**src/rtl/i2c_bm_pkg.sv**
```systemverilog
package i2c_bm_pkg;
  // register selects (byte address bits 5:3)
  localparam logic [2:0] RS_MON  = 3'd0;
  localparam logic [2:0] RS_DATA = 3'd1;
  localparam logic [2:0] RS_CTRL = 3'd2;
  localparam logic [2:0] RS_STAT = 3'd3;
  localparam logic [2:0] RS_OWN  = 3'd4;

  // control bit positions
  localparam int CB_START = 0;
  localparam int CB_STOP  = 1;
  localparam int CB_NAK   = 2;
  localparam int CB_XFER  = 3;
  localparam int CB_SCLEN = 5;
  localparam int CB_UEN   = 6;
  localparam int CB_URST  = 14;
  localparam int CB_FAST  = 15;

  // status bit positions that software clears by writing one
  localparam int SB_TXE = 6;
  localparam int SB_RXF = 7;
  localparam int SB_ERR = 10;

  typedef enum logic [3:0] {
    EN_IDLE, EN_ST0, EN_ST1, EN_ST2,
    EN_BLO, EN_BHI,
    EN_PLO, EN_PHI, EN_PEND
  } eng_state_t;
endpackage

```
**src/rtl/i2c_bm_busmon.sv**
```systemverilog
module i2c_bm_busmon (
  input  logic clk,
  input  logic rst_n,
  input  logic clr,
  input  logic scl,
  input  logic sda,
  output logic busy
);
  logic p_scl, p_sda;
  logic seen_start, seen_stop;

  assign seen_start = scl && p_scl && p_sda && !sda;
  assign seen_stop  = scl && p_scl && !p_sda && sda;

  always_ff @(posedge clk or negedge rst_n) begin
    if (!rst_n) begin
      p_scl <= 1'b1;
      p_sda <= 1'b1;
      busy  <= 1'b0;
    end else begin
      p_scl <= scl;
      p_sda <= sda;
      if (clr || seen_stop) busy <= 1'b0;
      else if (seen_start)  busy <= 1'b1;
    end
  end
endmodule

```
**src/rtl/i2c_bm_engine.sv**
```systemverilog
module i2c_bm_engine
  import i2c_bm_pkg::*;
#(
  parameter int HALF_STD  = 8,
  parameter int HALF_FAST = 2
) (
  input  logic       clk,
  input  logic       rst_n,
  input  logic       clr,
  input  logic       tick,
  input  logic       fast,
  input  logic       go,
  input  logic       go_start,
  input  logic       go_stop,
  input  logic       go_nak,
  input  logic       go_rx,
  input  logic [7:0] tx_byte,
  input  logic       scl_in,
  input  logic       sda_in,
  output logic       scl_low,
  output logic       sda_low,
  output logic       busy,
  output logic       done,
  output logic       done_rx,
  output logic [7:0] rx_byte,
  output logic       ack_bit
);
  localparam int HMAX = (HALF_STD > HALF_FAST) ? HALF_STD : HALF_FAST;
  localparam int CW   = $clog2(HMAX + 1);

  eng_state_t    st;
  logic [CW-1:0] hcnt;
  logic [CW-1:0] half_m1;
  logic [3:0]    bidx;
  logic [7:0]    tsh, rsh;
  logic          hold, l_stop, l_nak, l_rx, ack_q;
  logic          adv, half_end, in_data;

  assign half_m1  = fast ? CW'(HALF_FAST - 1) : CW'(HALF_STD - 1);
  // a high phase only counts while the line is really high (stretching)
  assign adv      = tick && (st != EN_BHI || scl_in);
  assign half_end = adv && (hcnt == half_m1);
  assign in_data  = (bidx < 4'd8);

  always_ff @(posedge clk or negedge rst_n) begin
    if (!rst_n) begin
      st <= EN_IDLE; hcnt <= '0; bidx <= '0; tsh <= '0; rsh <= '0;
      hold <= 1'b0; l_stop <= 1'b0; l_nak <= 1'b0; l_rx <= 1'b0;
      ack_q <= 1'b0; done <= 1'b0;
    end else if (clr) begin
      st <= EN_IDLE; hcnt <= '0; bidx <= '0; tsh <= '0; rsh <= '0;
      hold <= 1'b0; l_stop <= 1'b0; l_nak <= 1'b0; l_rx <= 1'b0;
      ack_q <= 1'b0; done <= 1'b0;
    end else begin
      done <= 1'b0;
      if (st == EN_IDLE)  hcnt <= '0;
      else if (half_end)  hcnt <= '0;
      else if (adv)       hcnt <= hcnt + 1'b1;

      unique case (st)
        EN_IDLE: if (go) begin
          tsh    <= tx_byte;
          l_stop <= go_stop;
          l_nak  <= go_nak;
          l_rx   <= go_rx && !go_start;
          bidx   <= '0;
          st     <= go_start ? EN_ST0 : EN_BLO;
        end
        EN_ST0:  if (half_end) st <= EN_ST1;
        EN_ST1:  if (half_end) st <= EN_ST2;
        EN_ST2:  if (half_end) st <= EN_BLO;
        EN_BLO:  if (half_end) st <= EN_BHI;
        EN_BHI:  if (half_end) begin
          if (in_data) begin
            if (l_rx) rsh <= {rsh[6:0], sda_in};
            else      tsh <= {tsh[6:0], 1'b0};
            bidx <= bidx + 1'b1;
            st   <= EN_BLO;
          end else begin
            if (!l_rx) ack_q <= sda_in;
            if (l_stop) st <= EN_PLO;
            else begin
              st   <= EN_IDLE;
              hold <= 1'b1;
              done <= 1'b1;
            end
          end
        end
        EN_PLO:  if (half_end) st <= EN_PHI;
        EN_PHI:  if (half_end) st <= EN_PEND;
        EN_PEND: if (half_end) begin
          st   <= EN_IDLE;
          hold <= 1'b0;
          done <= 1'b1;
        end
        default: st <= EN_IDLE;
      endcase
    end
  end

  always_comb begin
    scl_low = 1'b0;
    sda_low = 1'b0;
    unique case (st)
      EN_IDLE: scl_low = hold;
      EN_ST0:  scl_low = 1'b1;
      EN_ST2:  sda_low = 1'b1;
      EN_BLO, EN_BHI: begin
        scl_low = (st == EN_BLO);
        if (in_data) sda_low = !l_rx && !tsh[7];
        else         sda_low = l_rx && !l_nak;
      end
      EN_PLO:  begin scl_low = 1'b1; sda_low = 1'b1; end
      EN_PHI:  sda_low = 1'b1;
      default: ;
    endcase
  end

  assign busy    = (st != EN_IDLE);
  assign done_rx = l_rx;
  assign rx_byte = rsh;
  assign ack_bit = ack_q;
endmodule

```
**src/rtl/i2c_bm_regs.sv**
```systemverilog
module i2c_bm_regs
  import i2c_bm_pkg::*;
(
  input  logic        clk,
  input  logic        rst_n,
  input  logic [5:0]  bus_addr,
  input  logic        bus_wr,
  input  logic [31:0] bus_wdata,
  output logic [31:0] bus_rdata,
  input  logic        line_scl,
  input  logic        line_sda,
  input  logic        bus_busy,
  input  logic        eng_busy,
  input  logic        eng_done,
  input  logic        eng_done_rx,
  input  logic [7:0]  eng_rx_byte,
  input  logic        eng_ack,
  output logic        go,
  output logic        go_start,
  output logic        go_stop,
  output logic        go_nak,
  output logic        go_rx,
  output logic [7:0]  tx_byte,
  output logic        fast,
  output logic        scl_en,
  output logic        unit_en,
  output logic        soft_rst,
  output logic        ctrl_tb,
  output logic        flag_tx,
  output logic        flag_err
);
  logic [15:0] ctrl_q;
  logic [7:0]  data_q;
  logic [6:0]  own_q;
  logic        rw_q, ackst_q, fl_rx;
  logic        at_word, wr_data, wr_ctrl, wr_stat, wr_own;
  logic [2:0]  sel;
  logic        unused_hi;

  assign unused_hi = ^bus_wdata[31:16];
  assign sel     = bus_addr[5:3];
  assign at_word = (bus_addr[2:0] == 3'd0);
  assign wr_data = bus_wr && at_word && sel == RS_DATA;
  assign wr_ctrl = bus_wr && at_word && sel == RS_CTRL;
  assign wr_stat = bus_wr && at_word && sel == RS_STAT;
  assign wr_own  = bus_wr && at_word && sel == RS_OWN;

  assign soft_rst = ctrl_q[CB_URST] && !ctrl_q[CB_UEN];
  assign unit_en  = ctrl_q[CB_UEN];
  assign go       = wr_ctrl && bus_wdata[CB_XFER] && unit_en && !soft_rst
                    && !ctrl_q[CB_XFER] && !eng_busy;
  assign go_start = bus_wdata[CB_START];
  assign go_stop  = bus_wdata[CB_STOP];
  assign go_nak   = bus_wdata[CB_NAK];
  assign go_rx    = rw_q;
  assign tx_byte  = data_q;
  assign fast     = ctrl_q[CB_FAST];
  assign scl_en   = ctrl_q[CB_SCLEN];
  assign ctrl_tb  = ctrl_q[CB_XFER];

  always_ff @(posedge clk or negedge rst_n) begin
    if (!rst_n) begin
      ctrl_q <= '0; data_q <= '0; own_q <= '0;
      rw_q <= 1'b0; ackst_q <= 1'b0;
      flag_tx <= 1'b0; fl_rx <= 1'b0; flag_err <= 1'b0;
    end else begin
      if (wr_ctrl) begin
        ctrl_q[15:4] <= bus_wdata[15:4];
        ctrl_q[2:0]  <= bus_wdata[2:0];
      end
      if (wr_own)  own_q  <= bus_wdata[6:0];
      if (wr_data) data_q <= bus_wdata[7:0];

      if (soft_rst) begin
        ctrl_q[CB_XFER] <= 1'b0;
        rw_q <= 1'b0; ackst_q <= 1'b0;
        flag_tx <= 1'b0; fl_rx <= 1'b0; flag_err <= 1'b0;
      end else begin
        ctrl_q[CB_XFER] <= go || (ctrl_q[CB_XFER] && !eng_done);
        if (go && go_start) rw_q <= data_q[0];
        if (wr_stat) begin
          if (bus_wdata[SB_TXE]) flag_tx  <= 1'b0;
          if (bus_wdata[SB_RXF]) fl_rx    <= 1'b0;
          if (bus_wdata[SB_ERR]) flag_err <= 1'b0;
        end
        if (eng_done) begin
          if (eng_done_rx) begin
            data_q <= eng_rx_byte;
            fl_rx  <= 1'b1;
          end else begin
            flag_tx <= 1'b1;
            ackst_q <= eng_ack;
            if (eng_ack) flag_err <= 1'b1;
          end
        end
      end
    end
  end

  always_comb begin
    bus_rdata = '0;
    if (at_word) begin
      unique case (sel)
        RS_MON:  bus_rdata = {30'd0, line_sda, line_scl};
        RS_DATA: bus_rdata = {24'd0, data_q};
        RS_CTRL: bus_rdata = {16'd0, ctrl_q};
        RS_STAT: bus_rdata = {21'd0, flag_err, 2'b00, fl_rx, flag_tx, 2'b00,
                              bus_busy, eng_busy, ackst_q, rw_q};
        RS_OWN:  bus_rdata = {25'd0, own_q};
        default: bus_rdata = '0;
      endcase
    end
  end
endmodule

```
**src/rtl/i2c_byte_master.sv**
```systemverilog
module i2c_byte_master #(
  parameter int HALF_STD  = 8,
  parameter int HALF_FAST = 2
) (
  input  logic        clk,
  input  logic        rst_n,
  input  logic        tick,
  input  logic [5:0]  bus_addr,
  input  logic        bus_wr,
  input  logic [31:0] bus_wdata,
  output logic [31:0] bus_rdata,
  input  logic        scl_in,
  input  logic        sda_in,
  output logic        scl_drive_low,
  output logic        sda_drive_low
);
  logic       go, go_start, go_stop, go_nak, go_rx, fast, scl_en, unit_en;
  logic       soft_rst, ctrl_tb, flag_tx, flag_err, bus_busy;
  logic       eng_busy, eng_done, eng_done_rx, eng_ack, eng_scl_low, eng_sda_low;
  logic [7:0] tx_byte, eng_rx_byte;

  i2c_bm_regs u_regs (
    .clk, .rst_n, .bus_addr, .bus_wr, .bus_wdata, .bus_rdata,
    .line_scl(scl_in), .line_sda(sda_in), .bus_busy,
    .eng_busy, .eng_done, .eng_done_rx, .eng_rx_byte, .eng_ack,
    .go, .go_start, .go_stop, .go_nak, .go_rx, .tx_byte, .fast, .scl_en,
    .unit_en, .soft_rst, .ctrl_tb, .flag_tx, .flag_err
  );

  i2c_bm_engine #(.HALF_STD(HALF_STD), .HALF_FAST(HALF_FAST)) u_eng (
    .clk, .rst_n, .clr(soft_rst), .tick, .fast,
    .go, .go_start, .go_stop, .go_nak, .go_rx, .tx_byte,
    .scl_in, .sda_in,
    .scl_low(eng_scl_low), .sda_low(eng_sda_low),
    .busy(eng_busy), .done(eng_done), .done_rx(eng_done_rx),
    .rx_byte(eng_rx_byte), .ack_bit(eng_ack)
  );

  i2c_bm_busmon u_mon (
    .clk, .rst_n, .clr(soft_rst), .scl(scl_in), .sda(sda_in), .busy(bus_busy)
  );

  assign scl_drive_low = eng_scl_low && scl_en;
  assign sda_drive_low = eng_sda_low;
endmodule

```
**config.mk**
```make
export PLATFORM = sky130hd
export DESIGN_NAME = i2c_byte_master
export DESIGN_NICKNAME = d
export VERILOG_FILES = /design/src/rtl/i2c_bm_pkg.sv /design/src/rtl/i2c_bm_busmon.sv /design/src/rtl/i2c_bm_engine.sv /design/src/rtl/i2c_bm_regs.sv /design/src/rtl/i2c_byte_master.sv
export SDC_FILE = /design/constraint.sdc
export NUM_CORES = 1
export LEC_CHECK = 0
export BUFFER_PORTS_ARGS = -buffer_cell sky130_fd_sc_hd__buf_2
export CAP_MARGIN = 20
export CORE_ASPECT_RATIO = 0.7
export CORE_MARGIN = 5
export CORE_UTILIZATION = 40
export CTS_BUF_LIST = sky130_fd_sc_hd__clkbuf_16
export DETAILED_ROUTE_END_ITERATION = 8
export PLACE_DENSITY = 0.6
export SLEW_MARGIN = 20
export SYNTH_ARGS = -nofsm -noshare
export SYNTH_HDL_FRONTEND = slang
export SYNTH_SLANG_ARGS = --single-unit
export TNS_END_PERCENT = 20
```
**constraint.sdc**
```tcl
create_clock -name clk -period 2.64 [get_ports clk]
set_input_delay 0.792 -clock clk [delete_from_list [all_inputs] [get_ports clk]]
set_output_delay 0.792 -clock clk [all_outputs]
set_load 0.05 [all_outputs]
```
# ---- Word level (Yosys, flattened, before mapping)
# Cells that the tools add are included.
# Widths: inputs -> output; s select.
dict set report op_classes {
  addsub 2
  order_cmp 1
  eq_ne 29
  muxes 94
  n_reduce_logical 65
}
# op count
set op_table {}
lappend op_table {{$mux 8} 14}
lappend op_table {{$pmux 16 s5} 1}
lappend op_table {{$mux 4} 19}
lappend op_table {{$mux 1} 49}
lappend op_table {{$pmux 4 s9} 1}
lappend op_table {{$mux 32} 1}
lappend op_table {{$ne 3x1->1 const B} 9}
lappend op_table {{$logic_and 1x1->1} 24}
lappend op_table {{$reduce_bool 2->1} 9}
lappend op_table {{$eq 4x3->1 const B} 4}
lappend op_table {{$pmux 8 s2} 1}
lappend op_table {{$ne 3x2->1 const B} 4}
lappend op_table {{$reduce_and 4->1} 3}
lappend op_table {{$logic_not 1->1} 11}
lappend op_table {{$reduce_and 5->1} 2}
lappend op_table {{$mux 3} 3}
lappend op_table {{$reduce_and 9->1} 1}
lappend op_table {{$add 4x1->4 const B} 2}
lappend op_table {{$eq 4x2->1 const B} 2}
lappend op_table {{$pmux 4 s2} 1}
lappend op_table {{$reduce_bool 4->1} 2}
lappend op_table {{$eq 3x2->1 const B} 2}
lappend op_table {{$logic_not 3->1} 2}
lappend op_table {{$pmux 1 s2} 3}
lappend op_table {{other kinds (15)} 21}
dict set report totals {
  regBits 73
  in_bits 44
  out_inout_bits 34
  elab_cells 214
}

# ---- Depth between registers and ports, before layout
dict set report depth {
  word_depth 11
  ltp_mapped 6
  ltp_nobuf 4
}

# ---- By module
# A second synthesis with hierarchy kept.
dict set report unflattened {
  cells_unflattened 413
  area_unflattened_um2 4111.4
}
# mod n_inst cells_each area_each_um2 seq_area_each_um2
set modules_own_cells {}
lappend modules_own_cells {i2c_bm_regs 1 207 2160.8 900.9}
lappend modules_own_cells {i2c_bm_engine 1 197 1840.5 850.8}
lappend modules_own_cells {i2c_bm_busmon 1 8 103.8 77.6}
lappend modules_own_cells {i2c_byte_master 1 1 6.3 0.0}

# ---- Worst setup path after synthesis
# OpenSTA, ideal clock, no wires.
dict set report synth_path {
  path_kind {input port to output port}
  start {input port bus_addr[1]}
  end {output port bus_rdata[10]}
  arrival_time_ns 3.138
  required_ns 1.848
  slack_ns -1.290
  cell_stages 3
  path_buffers 0
  cell_sequence {nor3_1 -> nand2_1 -> nor4b_1}
}
dict set report synth_between {
  elab_chain_cells 2
}
# item line
set synth_lines {}
lappend synth_lines {{start: declaration} i2c_byte_master.sv:8} ;# input logic [5:0] bus_addr,
lappend synth_lines {{$logic_not 3->1} i2c_bm_regs.sv:42} ;# assign at_word = (bus_addr[2:0] == 3'd0);
lappend synth_lines {{$mux 32} i2c_bm_regs.sv:102} ;# if (at_word) begin
lappend synth_lines {{end: declaration} i2c_byte_master.sv:11} ;# output logic [31:0] bus_rdata,
# No other way between the ends.

# ---- Final worst setup path
dict set report layout_path {
  start {input port bus_addr[4]}
  end {output port bus_rdata[2]}
}
dict set report layout_between {
  elab_chain_cells 3
  word_cells_on_any_way 7
  cone_classes {4 x eq/ne; 2 x mux; 1 x reduce/logical}
}
# item line
set layout_lines {}
lappend layout_lines {{$eq 3x3->1 (tied with other cells)} i2c_bm_regs.sv:103} ;# unique case (sel)
lappend layout_lines {{$pmux 16 s5 (*)} i2c_bm_regs.sv:103}
lappend layout_lines {{$mux 32 (*)} i2c_bm_regs.sv:102}
# Mark *: on every way between the ends. The rest lies on a longest branch, timed or not.

==> results.toml <==
[power]
p_leak_nw = 2.410
power.density_nw_per_um2 = 694.1
vdd_drop_max_v = 0.0003928

[cts]
clk_path_buf_depth = 2
worstSkewPairLatency_ps = 330
cts_tree = "built"
ctsHtreeMaxLevel = 3
clkTransAtPathRegs_ps = 60
cts_hold_buf = 0
cts.sinks = 73
cts_made_buffers = 9
cts-root-buf = "clkbuf_16"

[detailed_routing]
postRouteAntennaNets = 0
drcViolationCount = 0
vias_per_cell = 5.406
routed_wirelength_mm = 10.54
drt-pass1-iter-count = 4
wire_per_inst_um = 17.33
drtIter0Drc = 193
via_count = 3287

[logic_synthesis]
synth.distinct_cells = 51
avgSynthCellArea_um2 = 9.864
syn_area_um2 = 3985
synthXorXnorAreaFrac_pct = 0.4396
synth_fa_ha_area_share_pct = 0.6279
yosys_warnings = 0
synth_seq_cells = 73
synth.yosys.seq_area_share_pct = 45.90
synthCells = 404
synthTopCellsByArea = "dfrtp_1 (45%), mux2i_1 (8.8%), mux2_2 (5.9%), nand2_1 (4.5%), buf_4 (3.2%)"
yosysTopAreaCell = "dfrtp_1"
synth_simple_gate_area_share_pct = 19.56
synth-compound-area-share_pct = 12.53
synth_top_area_share_pct = 44.58
synthMuxAreaShare_pct = 14.73
synth_top_family_by_area = "simple AND/OR/NAND/NOR gates"
async_reset_ff_share_pct = 100.0
synth_edf_count = 0
synth_top_cells_by_count = "dfrtp_1 (71), nand2_1 (48), mux2i_1 (35), a21oi_1 (22)"
synth_top_flop_cell = "dfrtp_1"
synth_most_common_cell = "dfrtp_1"

[critical_path]
end_kind = "primary output"
crit_path_max_fanout = 18
cp.required_ps = 1850
path_class = "in2out"
crit_arrival_ps = 1820
worstSetupStartpointType = "input pin"

[floorplanning]
num_rows = 30
die_w_um = 129.3
core_um2 = 9722
io_pins = 78
die-area_um2 = 12090
die_height_um = 93.51
start_util_pct = 40.99

[timing]
hold_viol = 0
fin_crit_sh_pct = 98.81
worst_pin_slew_ps = 605.6
fmax_mhz = 383.4
slew_headroom_pct = 59.35
min_period_ps = 2609
maxSlewViolCount = 0
finClkSkew_ps = 6.370
setup_violations = 0
grt_setup_unrepaired = "yes"
setup_ws_ps = 31.47

[cells_and_area]
layout-drive-gt1-share_pct = 31.46
finalInstanceArea_um2 = 5112
antenna_cells = 0
layout.nets = 521
postLayoutCoreUtil_pct = 52.59
areaGrowthSynthToFinish_pct = 28.29
instances_no_fill = 608

[place]
dp_hpwl_mm = 7.734
place_inst = 591
port_buffers = 45
pre_cts_slack_ps = -240.7
gp_congestion = 0.8240
placed_area_um2 = 4639

[min_path]
hold_path.class = "in2async"

[global_route]
grt_pass1_wl_mm = 16.68
grt_usage_pct = 17.75
grt_max_degree = 54
grt_pass1_vias = 3122
antenna_found_initial = 0
overflow = 0

[run]
maxCapViolations = 0

[run_status]
status = "finished clean"
-- metal layers --
layer	GRT usage, %	wire, µm
met1	26.27	5101
met2	26.25	4607
met3	4.737	761
met4	3.147	68
met5	0	0
-- cells in the final DEF (no fill, tap or decap), drive strengths merged, types with 3 or more instances in the layout --
cell / n
a211oi: 3
a21oi: 22
a22oi: 7
a2bb2oi: 3
a31oi: 5
and3: 9
and3b: 3
buf: 84
bufinv: 3
clkbuf: 10
conb: 16
dfrtp: 71
inv: 7
mux2: 21
mux2i: 35
nand2: 49
nand2b: 6
nand3: 11
nand3b: 6
nand4: 7
nor2: 17
nor2b: 5
nor3: 10
nor3b: 6
o21ai: 23
o22ai: 7
or3: 4
-- worst paths after layout --
kind | start | endpoint | slack (ps) | depth (start not counted)
worst max-delay path | bus_addr[4] | bus_rdata[2] | 30 | 7
worst min-delay path | rst_n | u_eng.st[0]$_DFFE_PN0P_ | 430 | 1
worst max register to register | u_eng.st[3]$_DFFE_PN0P_ | u_eng.rx_byte[4]$_DFFE_PN0P_ | 660 | 5
worst min register to register | u_regs.own_q[6]$_DFFE_PN0P_ | u_regs.own_q[6]$_DFFE_PN0P_ | 480 | 2
max in group asynchronous | rst_n | u_regs.own_q[4]$_DFFE_PN0P_ | 1550 | 2
min in group clk | u_regs.own_q[6]$_DFFE_PN0P_ | u_regs.own_q[6]$_DFFE_PN0P_ | 480 | 2
-- registers in the layout, indices dropped and copies added, names as in the netlist, 4 cells and up --
name / flops
u_regs.ctrl_q: 16
u_eng.rx_byte: 8
u_eng.tsh: 8
u_regs.tx_byte: 8
u_regs.own_q: 7
u_eng.bidx: 4
u_eng.hcnt: 4
u_eng.st: 4
-- what timing repair did --
item                       CTS  global route
pin swaps                    0             2
setup endpoints to repair   16            12
gates resized for setup     23            16
buffers inserted             1             0
-- cells by family (layout without fill, tap and decap cells) --
family                   after synthesis  count (layout)
AO/OA/AOI/OAI                         81              81
adder cells (fa/ha/maj)                2               2
multiplexers                          56              56
other                                  1              16
flip-flops                            73              73
buffers and inverters                 46             107
AND/OR/NAND/NOR                      143             143
XOR/XNOR                               2               2
-- critical path: stages --
cell	delay, ps
buf_6	170
nor2b_1	200
a22oi_1	100
a2bb2oi_1	160
buf_4	140
nor2_4	80
buf_6	160
-- power breakdown --
group          total [mW]  leakage, nW  internal (mW)  switching (mW)
combinational       0.818         1.29          0.310           0.508
sequential           1.36        0.954           1.24           0.124
clock                1.37        0.164          0.914           0.456
total                3.55         2.41           2.46            1.09
-- metrics by stage --
step	setup TNS, ps	power, mW	hold WS, ps
finish	0	3.548	428.8
global route	-81.71	3.717	479.4
CTS	-109.0	3.561	445.1
detailed placement	-3045	2.166	473.0
global placement	-2748	2.146	465.0
floorplan	-573.9	1.915	449.2
-- final cells by class --
| cell class | count | area, µm² |
|---|---|---|
| Clock buffer | 9 | 225.2 |
| Clock inverter | 7 | 110.1 |
| Fill cell | 868 | 4609 |
| Inverter | 6 | 22.52 |
| Multi-Input combinational cell | 300 | 2121 |
| Sequential cell | 73 | 1829 |
| Tap cell | 128 | 160.2 |
| Timing Repair Buffer | 85 | 644.4 |
(Power assumes the default switching activity.)
